[config.mk]
export PLATFORM = sky130hd
export DESIGN_NAME = cmp3_unit
export DESIGN_NICKNAME = d
export VERILOG_FILES = /design/src/rtl/cmp3_unit.sv
export SDC_FILE = /design/constraint.sdc
export NUM_CORES = 1
export LEC_CHECK = 0
export CAP_MARGIN = 40
export CORE_MARGIN = 5
export CORE_UTILIZATION = 45
export CTS_CLUSTER_DIAMETER = 40
export DETAILED_ROUTE_END_ITERATION = 10
export PLACE_DENSITY_LB_ADDON = 0.05
export SLEW_MARGIN = 20
export SYNTH_ARGS = -nofsm -noshare
export SYNTH_HDL_FRONTEND = slang
export SYNTH_SLANG_ARGS = --single-unit
[constraint.sdc]
create_clock -name clk -period 2.29 [get_ports clk]
set_input_delay 0.458 -clock clk [delete_from_list [all_inputs] [get_ports clk]]
set_output_delay 0.458 -clock clk [all_outputs]
set_load 0.01 [all_outputs]
[src/rtl/cmp3_unit.sv]
module cmp3_unit #(
  parameter int W  = 64,
  parameter int SW = 32,
  parameter int SE = 8,
  parameter int DE = 11,
  parameter int RW = 32
) (
  input  logic          clk,
  input  logic          rst_n,
  input  logic          in_valid,
  input  logic [2:0]    mode,
  input  logic [W-1:0]  opnd_a,
  input  logic [W-1:0]  opnd_b,
  output logic          out_valid,
  output logic [RW-1:0] result
);
  localparam int SM = SW - SE - 1;
  localparam int DM = W - DE - 1;
  localparam logic [RW-1:0] RES_EQ  = '0;
  localparam logic [RW-1:0] RES_POS = RW'(1);
  localparam logic [RW-1:0] RES_NEG = '1;
  localparam logic [2:0] M_SGL_LO = 3'd0;
  localparam logic [2:0] M_SGL_HI = 3'd1;
  localparam logic [2:0] M_DBL_LO = 3'd2;
  localparam logic [2:0] M_DBL_HI = 3'd3;
  localparam logic [2:0] M_LONG   = 3'd4;

  logic [SW-1:0] sa, sb, skey_a, skey_b;
  logic [W-1:0]  dkey_a, dkey_b;
  logic          s_nan, d_nan, s_zero, d_zero;
  logic [RW-1:0] s_ord, d_ord, l_ord, nxt;

  assign sa = opnd_a[SW-1:0];
  assign sb = opnd_b[SW-1:0];

  assign s_nan = (&sa[SW-2:SM] && |sa[SM-1:0]) || (&sb[SW-2:SM] && |sb[SM-1:0]);
  assign d_nan = (&opnd_a[W-2:DM] && |opnd_a[DM-1:0]) ||
                 (&opnd_b[W-2:DM] && |opnd_b[DM-1:0]);

  assign s_zero = ~|sa[SW-2:0] && ~|sb[SW-2:0];
  assign d_zero = ~|opnd_a[W-2:0] && ~|opnd_b[W-2:0];

  assign skey_a = sa[SW-1] ? ~sa : {1'b1, sa[SW-2:0]};
  assign skey_b = sb[SW-1] ? ~sb : {1'b1, sb[SW-2:0]};
  assign dkey_a = opnd_a[W-1] ? ~opnd_a : {1'b1, opnd_a[W-2:0]};
  assign dkey_b = opnd_b[W-1] ? ~opnd_b : {1'b1, opnd_b[W-2:0]};

  assign s_ord = (s_zero || skey_a == skey_b) ? RES_EQ :
                 (skey_a < skey_b) ? RES_POS : RES_NEG;
  assign d_ord = (d_zero || dkey_a == dkey_b) ? RES_EQ :
                 (dkey_a < dkey_b) ? RES_POS : RES_NEG;
  assign l_ord = (opnd_a == opnd_b) ? RES_EQ :
                 ($signed(opnd_a) < $signed(opnd_b)) ? RES_POS : RES_NEG;

  always_comb begin
    unique case (mode)
      M_SGL_LO: nxt = s_nan ? RES_NEG : s_ord;
      M_SGL_HI: nxt = s_nan ? RES_POS : s_ord;
      M_DBL_LO: nxt = d_nan ? RES_NEG : d_ord;
      M_DBL_HI: nxt = d_nan ? RES_POS : d_ord;
      M_LONG:   nxt = l_ord;
      default:  nxt = RES_EQ;
    endcase
  end

  always_ff @(posedge clk or negedge rst_n) begin
    if (!rst_n) begin
      out_valid <= 1'b0;
      result    <= RES_EQ;
    end else begin
      out_valid <= in_valid;
      if (in_valid) result <= nxt;
    end
  end
endmodule

After elaboration in Yosys (flattened, before gate mapping). Index checks and enable logic that the tools add are counted.

Divide/modulo/power cells: 0. Eq/ne operators: 7. Add/subtract/negate cells: 0. Muxes and demuxes: 15. Order comparisons: 3. $mul: 0. Shift operators: 0. Reductions and logical operators: 27. Bitwise operators: 4.

Operators with widths (count): 32-bit two-way mux (12); 32-bit case mux with 5 select lines (1); 64-bit == test (2); 64-bit < comparator (2); 64-bit two-way mux (2); 64-bit inverter (2); 63-bit OR reduction (2); 52-bit OR reduction (2); 32-bit inverter (2); 31-bit OR reduction (2); 23-bit OR reduction (2); 32-bit == test (1); 32-bit < comparator (1); 11-bit AND reduction (2); 8-bit AND reduction (2); 3-bit by 2-bit == test with 1-bit output (second input constant) (2); 1-bit logical AND (6); 1-bit logical NOT (4); 1-bit logical OR (4); 3-bit by 1-bit == test with 1-bit output (second input constant) (1); 3-bit == test (second input constant) (1); 3-bit logical NOT (1).

Bits in read-only memories: 0. Register bits after elaboration: 33. Input port bits: 134. Output and inout port bits: 33. Logic and storage cells: 58. Memory bits (writable): 0. Latch bits: 0. Memories kept: 0.

Longest topological paths before layout. Gate-level depths: netlist (run 1).

Depth in word-level cells: 7. Depth in mapped cells: 13. Gate-level depth less buffers: 11.

Worst setup path after synthesis (run 1). OpenSTA, ideal clock, no wires.

Path kind: input to register. From: in opnd_b[63]. To: reg result[0]. Cell stages on the path: 12. Path slack: -1.059 ns. Data arrival time: 3.222 ns. Required time: 2.164 ns. Buffers on the path: 2. Path through: clkbuf_1 > clkbuf_1 > xnor2_1 > ha_1 > nand4_1 > nor4_2 > nand2_1 > or4_1 > o21a_1 > o211a_1 > nor3_2 > o22ai_1.

Longest elaborated chain between the ends: 7. Elaborated cells between the ends (all ways): 10. Classes of those cells: eq/ne (2); mux (6); bitwise (1); reduce/logical (1).

RTL lines: from (decl) (RTL line 13) `input logic [W-1:0] opnd_b,`; 64-bit inverter (RTL line 46) `assign dkey_b = opnd_b[W-1] ? ~opnd_b : {1'b1, opnd_b[W-2:0]};`; 64-bit two-way mux (RTL line 46); 64-bit == test (RTL line 50) `assign d_ord = (d_zero || dkey_a == dkey_b) ? RES_EQ :`; 1-bit logical OR (RTL line 50); 32-bit two-way mux (RTL line 50); 32-bit two-way mux, on equally long branches (RTL line 60, 59); 32-bit case mux with 5 select lines (*) (RTL line 56) `unique case (mode)`; to (signal assigned) (RTL line 72) `if (in_valid) result <= nxt;`; to (decl) (RTL line 15) `output logic [RW-1:0] result`.

Every way passes the cells marked *; elsewhere a longest branch is shown, timed or not. A chain may end at the register's enable or synchronous reset.

Worst setup path after layout (run 1).
From: in opnd_a[57]. To: reg result[0].

Longest elaborated chain between the ends: 7. Elaborated cells between the ends (all ways): 16. Classes of those cells: eq/ne (2); mux (6); bitwise (1); reduce/logical (7).

RTL lines: from (decl) (RTL line 12) `input logic [W-1:0] opnd_a,`; 64-bit inverter / 63-bit OR reduction (equally long branches) (RTL line 45, 41); 64-bit two-way mux / 1-bit logical NOT (equally long branches) (RTL line 45, 41); 64-bit == test / 1-bit logical AND (equally long branches) (RTL line 50, 41); 1-bit logical OR (RTL line 50); 32-bit two-way mux (RTL line 50); 32-bit two-way mux, on equally long branches (RTL line 60, 59); 32-bit case mux with 5 select lines (*) (RTL line 56).

Marked as above.

==> metrics.txt, run 1 <==
status complete, but fails checks; failing checks negative setup slack; clock-pin slew on the worst setup and hold paths roughly 0.03 ns; largest buffer count on any clock path 2; initial antenna violation count 0; Post-synth EDFFs 0; Clk Latency, worst-skew pair 0.23 ns; commonest non-fill, non-tap cell in the layout buf_4; share of layout cells above drive strength 1 21.8%; Final #Nets 1438; vias in the first global route 7517; worst hold slack 0.446 ns; routed wire length 22800 um; Layout area overhead 57.9%; Seq/Total Area, Yosys ~1.2%; final hold vios 0; TritonCTS Buffers 3; worst path required time between 2 and 2.5 ns; FFs w/ async S/R, synth 100%; ant diodes 0; post-synth net total about 1100; Critical Path End Type flip-flop; first-pass GRT wire length 35100 um; Slew Viols, Final 0; Place WS -1.02 ns; clk_skew 0 ns; Post-Syn Instances approximately 800; Die W 128 um; Detailed Routing Iterations Pass 1 7; Tmin final 2.96 ns; Final ANT Viol Nets 0; I/O Buffers 166; Netlist cell types 42; LEAKAGE 4.93 nW; GRT Total Usage between 20% and 30%; Peak VDD IR 159 uV; Final Cycle Share 129%; CTS tree done; Peak Freq 0.338 GHz; most frequent cells in the layout buf_4 (203), ha_1 (162), clkdlybuf4s50_1 (97); Fill cells roughly 1100; Slew HR 64.0%; final setup margin -0.669 ns; top_reg_cell synth dfrtp_1; DR vias 7153; Critical Path Source Type input port; Reg2Reg Setup Slack 1.39 ns; pwr dens 276 nW/um^2; Die Ht 128 um; Hold Path Class input port to async pin; crit path DAT 3.06 ns; global route total overflow 0; Worst Max-Slew Pin Slew ~0.54 ns; Vias/cell approximately 5.4; die area between 15000 and 20000 um^2; Mapped Area between 6000 and 7000 um^2; number of synthesis warnings 0; Initial Util ~45%; num rows 43; Top-Level Pins between 150 and 200; final setup fails 2; CTS Root Cell clkbuf_16; Max-cap violations 0; CTS Hold Bufs 0; unrepaired setup endpoints after global routing true; Final GP Congestion just over 0.9; WL per Instance 17.2 um; drt drc 0; total core area 13700 um^2; largest net degree at the start of global routing 33; CTS H-tree depth 1; DP HPWL 18600 um; CP max FO 2; CP Class input port to flip-flop; syn avg cell area 7.76 um^2; 1st-iter DRT viols 431; #FFs+latches synth 3; CTS sink count 3
[path summary, 6_finish.rpt]
path,startpoint,to,cells past startpoint
setup / recovery,opnd_a[57],result[0]$_DFFE_PN0P_,11
min in group clk,result[0]$_DFFE_PN0P_,result[0]$_DFFE_PN0P_,2
setup reg to reg,result[30]$_DFFE_PN0P_,result[30]$_DFFE_PN0P_,3
hold reg to reg,result[0]$_DFFE_PN0P_,result[0]$_DFFE_PN0P_,2
max in group asynchronous,rst_n,result[30]$_DFFE_PN0P_,1
hold / removal,rst_n,result[0]$_DFFE_PN0P_,1
[flip-flops by register name, summed over array words and instances, names as in the netlist]
name       cells
out_valid      1
result         2
[cells in the mapped netlist, types with 6 or more instances]
cell type | instances | area (um^2)
nand4_1 | 53 | 332
a21oi_1 | 59 | 295
nor4_1 | 28 | 175
xor2_1 | 94 | 823
a21o_1 | 27 | 203
nand2_1 | 33 | 124
a211oi_1 | 8 | 60.1
nor3_1 | 11 | 55.1
nor2_1 | 20 | 75.1
o21ai_0 | 25 | 125
o211ai_1 | 7 | 52.6
clkbuf_1 | 8 | 30.0
buf_1 | 14 | 52.6
o21a_1 | 6 | 45.0
inv_1 | 74 | 278
nand3_1 | 12 | 60.1
buf_4 | 30 | 225
ha_1 | 162 | 2030
xnor2_1 | 93 | 815
[final cells by class]
type                       count  area, um^2  area share (%)
inverter                      74         278            2.82
tap                          180         225            2.29
multi-input combinational    674        5660            57.5
clock buffer                   4        78.8           0.801
timing repair buffer         386        3520            35.8
sequential                     3        75.1           0.763
[metal layers]
layer  global-route usage (%)  wire (um)  vias to the layer above
li1                         -          -                     3527
met1                     32.2       9800                     3366
met2                     47.1      11300                      216
met3                     2.25       1060                       44
met4                     8.61        619                        0
met5                        0          0                        -
[cell families (layout without fill, tap and decap cells)]
kind of cell    after synthesis  after routing  synth area share (%)
compound gates              146            146                  14.5
fa+ha+maj                   162            162                  32.5
xor+xnor                    187            187                  26.3
buf+inv                     126            464                  9.40
flops                         3              3                  1.20
simple gates                179            179                  16.1
[through the flow]
step / area [um^2] / TNS (ns) / util [%] / power, W / cells
after global placement: 9270 / -2.00 / 67.6 / 0.00219 / 1282
after detailed placement: 9270 / -2.01 / 67.6 / 0.00228 / 1282
after CTS: 9580 / -1.10 / 69.8 / 0.00263 / 1309
after floorplan: 6370 / -0.972 / - / 0.00130 / 803
after global routing: 9840 / -1.52 / 71.7 / 0.00296 / 1321
final: 9840 / -1.31 / 71.7 / 0.00271 / 1321
[worst max-delay path, stage by stage]
cell             delay (ns)
clkdlybuf4s50_1        0.45
xor2_1                 0.16
ha_1                   0.35
nand4_4                0.13
nor2_4                 0.14
nand4_1                0.18
or4_1                  0.50
o21a_1                 0.18
o211a_1                0.24
nor3_2                 0.17
o22ai_1                0.09
[report_power, final]
group          switching [W]  leakage, nW  internal (W)  total (W)
logic                0.00112         4.86       0.00125    0.00237
registers         0.00000352       0.0378     0.0000585  0.0000620
clock network      0.0000528       0.0382      0.000230   0.000283
[repair_timing]
action	in CTS	in global routing
pin swaps	29	24
hold endpoints to repair	0	0
cloned	2	3
gates resized for setup	75	27
setup buffers	21	9
setup endpoints to repair	2	2
No activity file was read; power rests on OpenSTA's default activity.
==> inputs of run 2 (changes only) <==
SKIP_CTS_REPAIR_TIMING = 1   (was not set)
==> metrics.txt, run 2 (synthesized netlist as in run 1, its figures left out) <==
status complete, but fails checks (unchanged); failing checks negative setup slack (unchanged); placed cell area 9270 um^2 (unchanged); number of flip-flops in the largest register 2 (unchanged); routed wire length 21600 um (was 22800 um); largest registers result: 2 flops, out_valid: 1 flops (unchanged); share of layout cells above drive strength 1 20.0% (was 21.8%); Hold Path Class input port to async pin (unchanged); LEAKAGE 5.02 nW (was 4.93 nW); Layout area overhead 55.8% (was 57.9%); Slew Viols, Final 0 (unchanged); Finished Layout Cells 1299 (was 1321); worst hold slack 0.448 ns (was 0.446 ns); commonest non-fill, non-tap cell in the layout buf_4 (unchanged); Die W 128 um (unchanged); CTS tree done (unchanged); final setup margin -0.691 ns (was -0.669 ns); Final ANT Viol Nets 0 (unchanged); largest net degree at the start of global routing 33 (unchanged); Top reg by flops result (unchanged); die area 16300 um^2 (unchanged); Max-cap violations 0 (unchanged); DP HPWL 18600 um (unchanged); GRT Total Usage 24.9% (was 26.0%); Setup Total Neg Slack -1.34 ns (was -1.31 ns); WL per Instance 16.7 um (was 17.2 um); CTS Root Cell clkbuf_16 (unchanged); TritonCTS Buffers 3 (unchanged); Worst Max-Slew Pin Slew 0.505 ns (was 0.535 ns); Slew HR 66.0% (was 64.0%); I/O Buffers 166 (unchanged); cell area after layout 9710 um^2 (was 9840 um^2); total core area 13700 um^2 (unchanged); Peak VDD IR 162 uV (was 159 uV); Peak Freq 0.335 GHz (was 0.338 GHz); Final Core Density 70.8% (was 71.7%); Detailed Routing Iterations Pass 1 5 (was 7); CP max FO 7 (was 2); final setup fails 2 (unchanged); initial antenna violation count 0 (unchanged); 1st-iter DRT viols 329 (was 431); clock-pin slew on the worst setup and hold paths 0.03 ns (about the same); pwr dens 272 nW/um^2 (was 276 nW/um^2); drt drc 0 (unchanged); cell breakdown of the critical path buf_8, buf_6, xnor2_1, ha_1, nand4_1, nor4_4, buf_4, nand2_2, or4_1, o21a_1, o211a_1, nor3_2, o22ai_1 (was clkdlybuf4s50_1, xor2_1, ha_1, nand4_4, nor2_4, nand4_1, or4_1, o21a_1, o211a_1, nor3_2, o22ai_1); global route total overflow 0 (unchanged); Placed Cells 1282 (unchanged); Final #Nets 1416 (was 1438); final hold vios 0 (unchanged); CP Class input port to flip-flop (unchanged); worst path required time 2.39 ns (about the same); CTS H-tree depth 1 (unchanged); Initial Util 45.4% (unchanged); Critical Path End Type flip-flop (unchanged); clk_skew 0 ns (unchanged); ant diodes 0 (unchanged); num rows 43 (unchanged); Clk Latency, worst-skew pair 0.23 ns (about the same); Vias/cell 5.38 (was 5.41); Die Ht 128 um (unchanged); Critical Path Source Type input port (unchanged); crit path DAT 3.08 ns (was 3.06 ns); CP peak stage delay 0.47 ns (was 0.50 ns); vias in the first global route 7316 (was 7517); DR vias 6993 (was 7153); most frequent cells in the layout buf_4 (187), ha_1 (162), clkdlybuf4s50_1 (117) (was buf_4 (203), ha_1 (162), clkdlybuf4s50_1 (97)); Fill cells 1134 (was 1130); unrepaired setup endpoints after global routing true (unchanged); largest buffer count on any clock path 2 (unchanged); Slowest-stage cell, CP or4_1 (unchanged); Tmin final 2.98 ns (was 2.96 ns); CTS sink count 3 (unchanged); first-pass GRT wire length 33900 um (was 35100 um); Final Cycle Share 130% (was 129%); Top-Level Pins 167 (unchanged); Final GP Congestion 0.935 (unchanged)
==> run 2: critical path, delay by kind of cell <==
family	cells	cell delay, ns
and+or+nand+nor	5	1.29
AOI/OAI and AO/OA	3	0.49
buffers and inverters	3	0.42
adders and majority gates	1	0.30
xor gates and xnor gates	1	0.12
==> run 2: worst paths after layout <==
kind / from / to / slack (ns) / cells past startpoint
setup / recovery: opnd_b[63] / result[0]$_DFFE_PN0P_ / -0.69 / 13
min in group clk: result[0]$_DFFE_PN0P_ / result[0]$_DFFE_PN0P_ / 0.60 / 2
hold / removal: rst_n / result[0]$_DFFE_PN0P_ / 0.45 / 1
max in group asynchronous: rst_n / result[30]$_DFFE_PN0P_ / 1.66 / 1
setup reg to reg: result[30]$_DFFE_PN0P_ / result[30]$_DFFE_PN0P_ / 1.38 / 3
hold reg to reg: result[0]$_DFFE_PN0P_ / result[0]$_DFFE_PN0P_ / 0.60 / 2
==> run 2: per-layer routing <==
| layer | GRT usage [%] | share of wire (%) | vias up |
|---|---|---|---|
| met5 | 0 | 0 | - |
| met4 | 7.99 | 2.0 | 0 |
| met3 | 2.29 | 4.5 | 34 |
| met2 | 45.3 | 50 | 198 |
| met1 | 30.9 | 44 | 3286 |
| li1 | - | - | 3475 |
==> run 2: metrics by stage <==
stage,power [W],worst slack [ns]
after floorplan,0.00130,-0.507
after global placement,0.00219,-1.02
after detailed placement,0.00228,-1.02
after CTS,0.00258,-0.796
after global routing,0.00289,-0.806
final,0.00264,-0.691
==> run 2: final cells by class <==
class / instances / area [um^2] / share of cell area, %
Inverter: 74 / 278 / 2.86
Timing Repair Buffer: 364 / 3410 / 35.1
Tap cell: 180 / 225 / 2.32
Clock buffer: 4 / 78.8 / 0.812
Multi-Input combinational cell: 674 / 5640 / 58.1
Sequential cell: 3 / 75.1 / 0.773
==> run 2: where the power goes <==
| part | internal [W] | switching, W | leakage, nW |
|---|---|---|---|
| combinational | 0.00121 | 0.00109 | 4.94 |
| clock | 0.000230 | 0.0000534 | 0.0382 |
| sequential | 0.0000585 | 0.00000343 | 0.0378 |
==> inputs of run 3 (changes only) <==
GPL_ROUTABILITY_DRIVEN = 0   (was not set)
==> metrics.txt, run 3 (synthesized netlist as in run 1, its figures left out) <==
Final Power 0.00270 W (was 0.00264 W); Vias/cell 5.40 (was 5.38); status complete, but fails checks (unchanged); CTS tree done (unchanged); Max-cap violations 0 (unchanged); largest registers result: 2 flops, out_valid: 1 flops (unchanged); Die W 128 um (unchanged); cell area after layout 9960 um^2 (was 9710 um^2); Peak Freq 0.346 GHz (was 0.335 GHz); total core area 13700 um^2 (unchanged); Reg2Reg Setup Slack 1.37 ns (was 1.38 ns); largest buffer count on any clock path 2 (unchanged); final hold vios 0 (unchanged); crit path DAT 2.99 ns (was 3.08 ns); CP Class input port to flip-flop (unchanged); Peak VDD IR 147 uV (was 162 uV); num rows 43 (unchanged); global route total overflow 0 (unchanged); CP max FO 9 (was 7); CTS Root Cell clkbuf_16 (unchanged); TritonCTS Buffers 3 (unchanged); WL per Instance 17.4 um (was 16.7 um); Critical Path Source Type input port (unchanged); ant diodes 0 (unchanged); Top reg by flops result (unchanged); DP HPWL 18500 um (was 18600 um); final setup fails 2 (unchanged); I/O Buffers 166 (unchanged); vias in the first global route 7339 (was 7316); Slew Viols, Final 0 (unchanged); Die Ht 128 um (unchanged); worst path required time 2.39 ns (about the same); Hold Path Class input port to async pin (unchanged); Initial Util 45.4% (unchanged); number of flip-flops in the largest register 2 (unchanged); Setup Total Neg Slack -1.20 ns (was -1.34 ns); Slew HR 64.2% (was 66.0%); unrepaired setup endpoints after global routing true (unchanged); Tmin final 2.89 ns (was 2.98 ns); Detailed Routing Iterations Pass 1 5 (unchanged); DR vias 7047 (was 6993); Critical Path End Type flip-flop (unchanged); pwr dens 272 nW/um^2 (about the same); first-pass GRT wire length 34300 um (was 33900 um); placed cell area 9230 um^2 (was 9270 um^2); die area 16300 um^2 (unchanged); largest net degree at the start of global routing 34 (was 33); CTS sink count 3 (unchanged); Top-Level Pins 167 (unchanged); CTS H-tree depth 1 (unchanged); routed wire length 22600 um (was 21600 um); Final Cycle Share 126% (was 130%); Clk Latency, worst-skew pair 0.22 ns (was 0.23 ns); GRT Total Usage 25.3% (was 24.9%); Fill cells 1119 (was 1134); clk_skew 0 ns (unchanged); failing checks negative setup slack (unchanged); clock-pin slew on the worst setup and hold paths 0.03 ns (about the same); share of layout cells above drive strength 1 21.2% (was 20.0%); Worst Max-Slew Pin Slew 0.532 ns (was 0.505 ns); most frequent cells in the layout buf_4 (186), ha_1 (161), clkdlybuf4s50_1 (102) (was buf_4 (187), ha_1 (162), clkdlybuf4s50_1 (117)); LEAKAGE 5.25 nW (was 5.02 nW); final setup margin -0.604 ns (was -0.691 ns); Final #Nets 1422 (was 1416); 1st-iter DRT viols 305 (was 329); commonest non-fill, non-tap cell in the layout buf_4 (unchanged); initial antenna violation count 0 (unchanged); Layout area overhead 59.8% (was 55.8%); Final ANT Viol Nets 0 (unchanged); drt drc 0 (unchanged)
[run 3: worst paths after layout]
path / to / cells after the start / from
setup / recovery: result[0]$_DFFE_PN0P_ / 13 / opnd_b[63]
hold / removal: result[30]$_DFFE_PN0P_ / 1 / rst_n
setup reg to reg: result[30]$_DFFE_PN0P_ / 3 / result[30]$_DFFE_PN0P_
hold reg to reg: result[0]$_DFFE_PN0P_ / 2 / result[0]$_DFFE_PN0P_
max in group asynchronous: result[0]$_DFFE_PN0P_ / 1 / rst_n
min in group clk: result[0]$_DFFE_PN0P_ / 2 / result[0]$_DFFE_PN0P_
[run 3: final cells by class]
class | count | area [um^2] | share of cell area [%]
multi-input combinational | 674 | 5700 | 57.2
clock buffer | 4 | 78.8 | 0.792
tap | 180 | 225 | 2.26
timing repair buffer | 370 | 3600 | 36.2
inverter | 74 | 278 | 2.79
sequential | 3 | 75.1 | 0.754
[run 3: critical path, cell delays in order]
cell	delay (ns)
buf_16	0.13
buf_12	0.15
buf_4	0.13
xnor2_1	0.13
ha_1	0.32
nand2_1	0.11
nor4_4	0.34
nand2_4	0.10
or4_1	0.47
o21a_1	0.18
o211a_1	0.23
nor3_2	0.13
o22ai_1	0.10
[run 3: through the flow]
stage | hold WS (ns) | worst slack [ns] | std cells | util [%]
after CTS | 0.455 | -0.862 | 1280 | 67.8
after global placement | 0.585 | -0.985 | 1276 | 67.3
after global routing | 0.461 | -0.720 | 1305 | 72.6
after floorplan | 0.162 | -0.507 | 803 | -
after detailed placement | 0.603 | -1.08 | 1276 | 67.3
final | 0.462 | -0.604 | 1305 | 72.6
[run 3: where the power goes]
part | leakage [nW] | total [W] | switching (W) | internal (W)
sequential | 0.0378 | 0.0000622 | 0.00000368 | 0.0000585
combinational | 5.18 | 0.00236 | 0.00112 | 0.00125
clock | 0.0382 | 0.000280 | 0.0000499 | 0.000230
[run 3: routing by layer]
layer  track usage, %  vias up  part of all wire [%]
li1                 -     3501                     -
met1             29.3     3303                    41
met2             48.0      194                    51
met3             3.00       49                   5.0
met4             8.11        0                   3.1
met5                0        -                     0
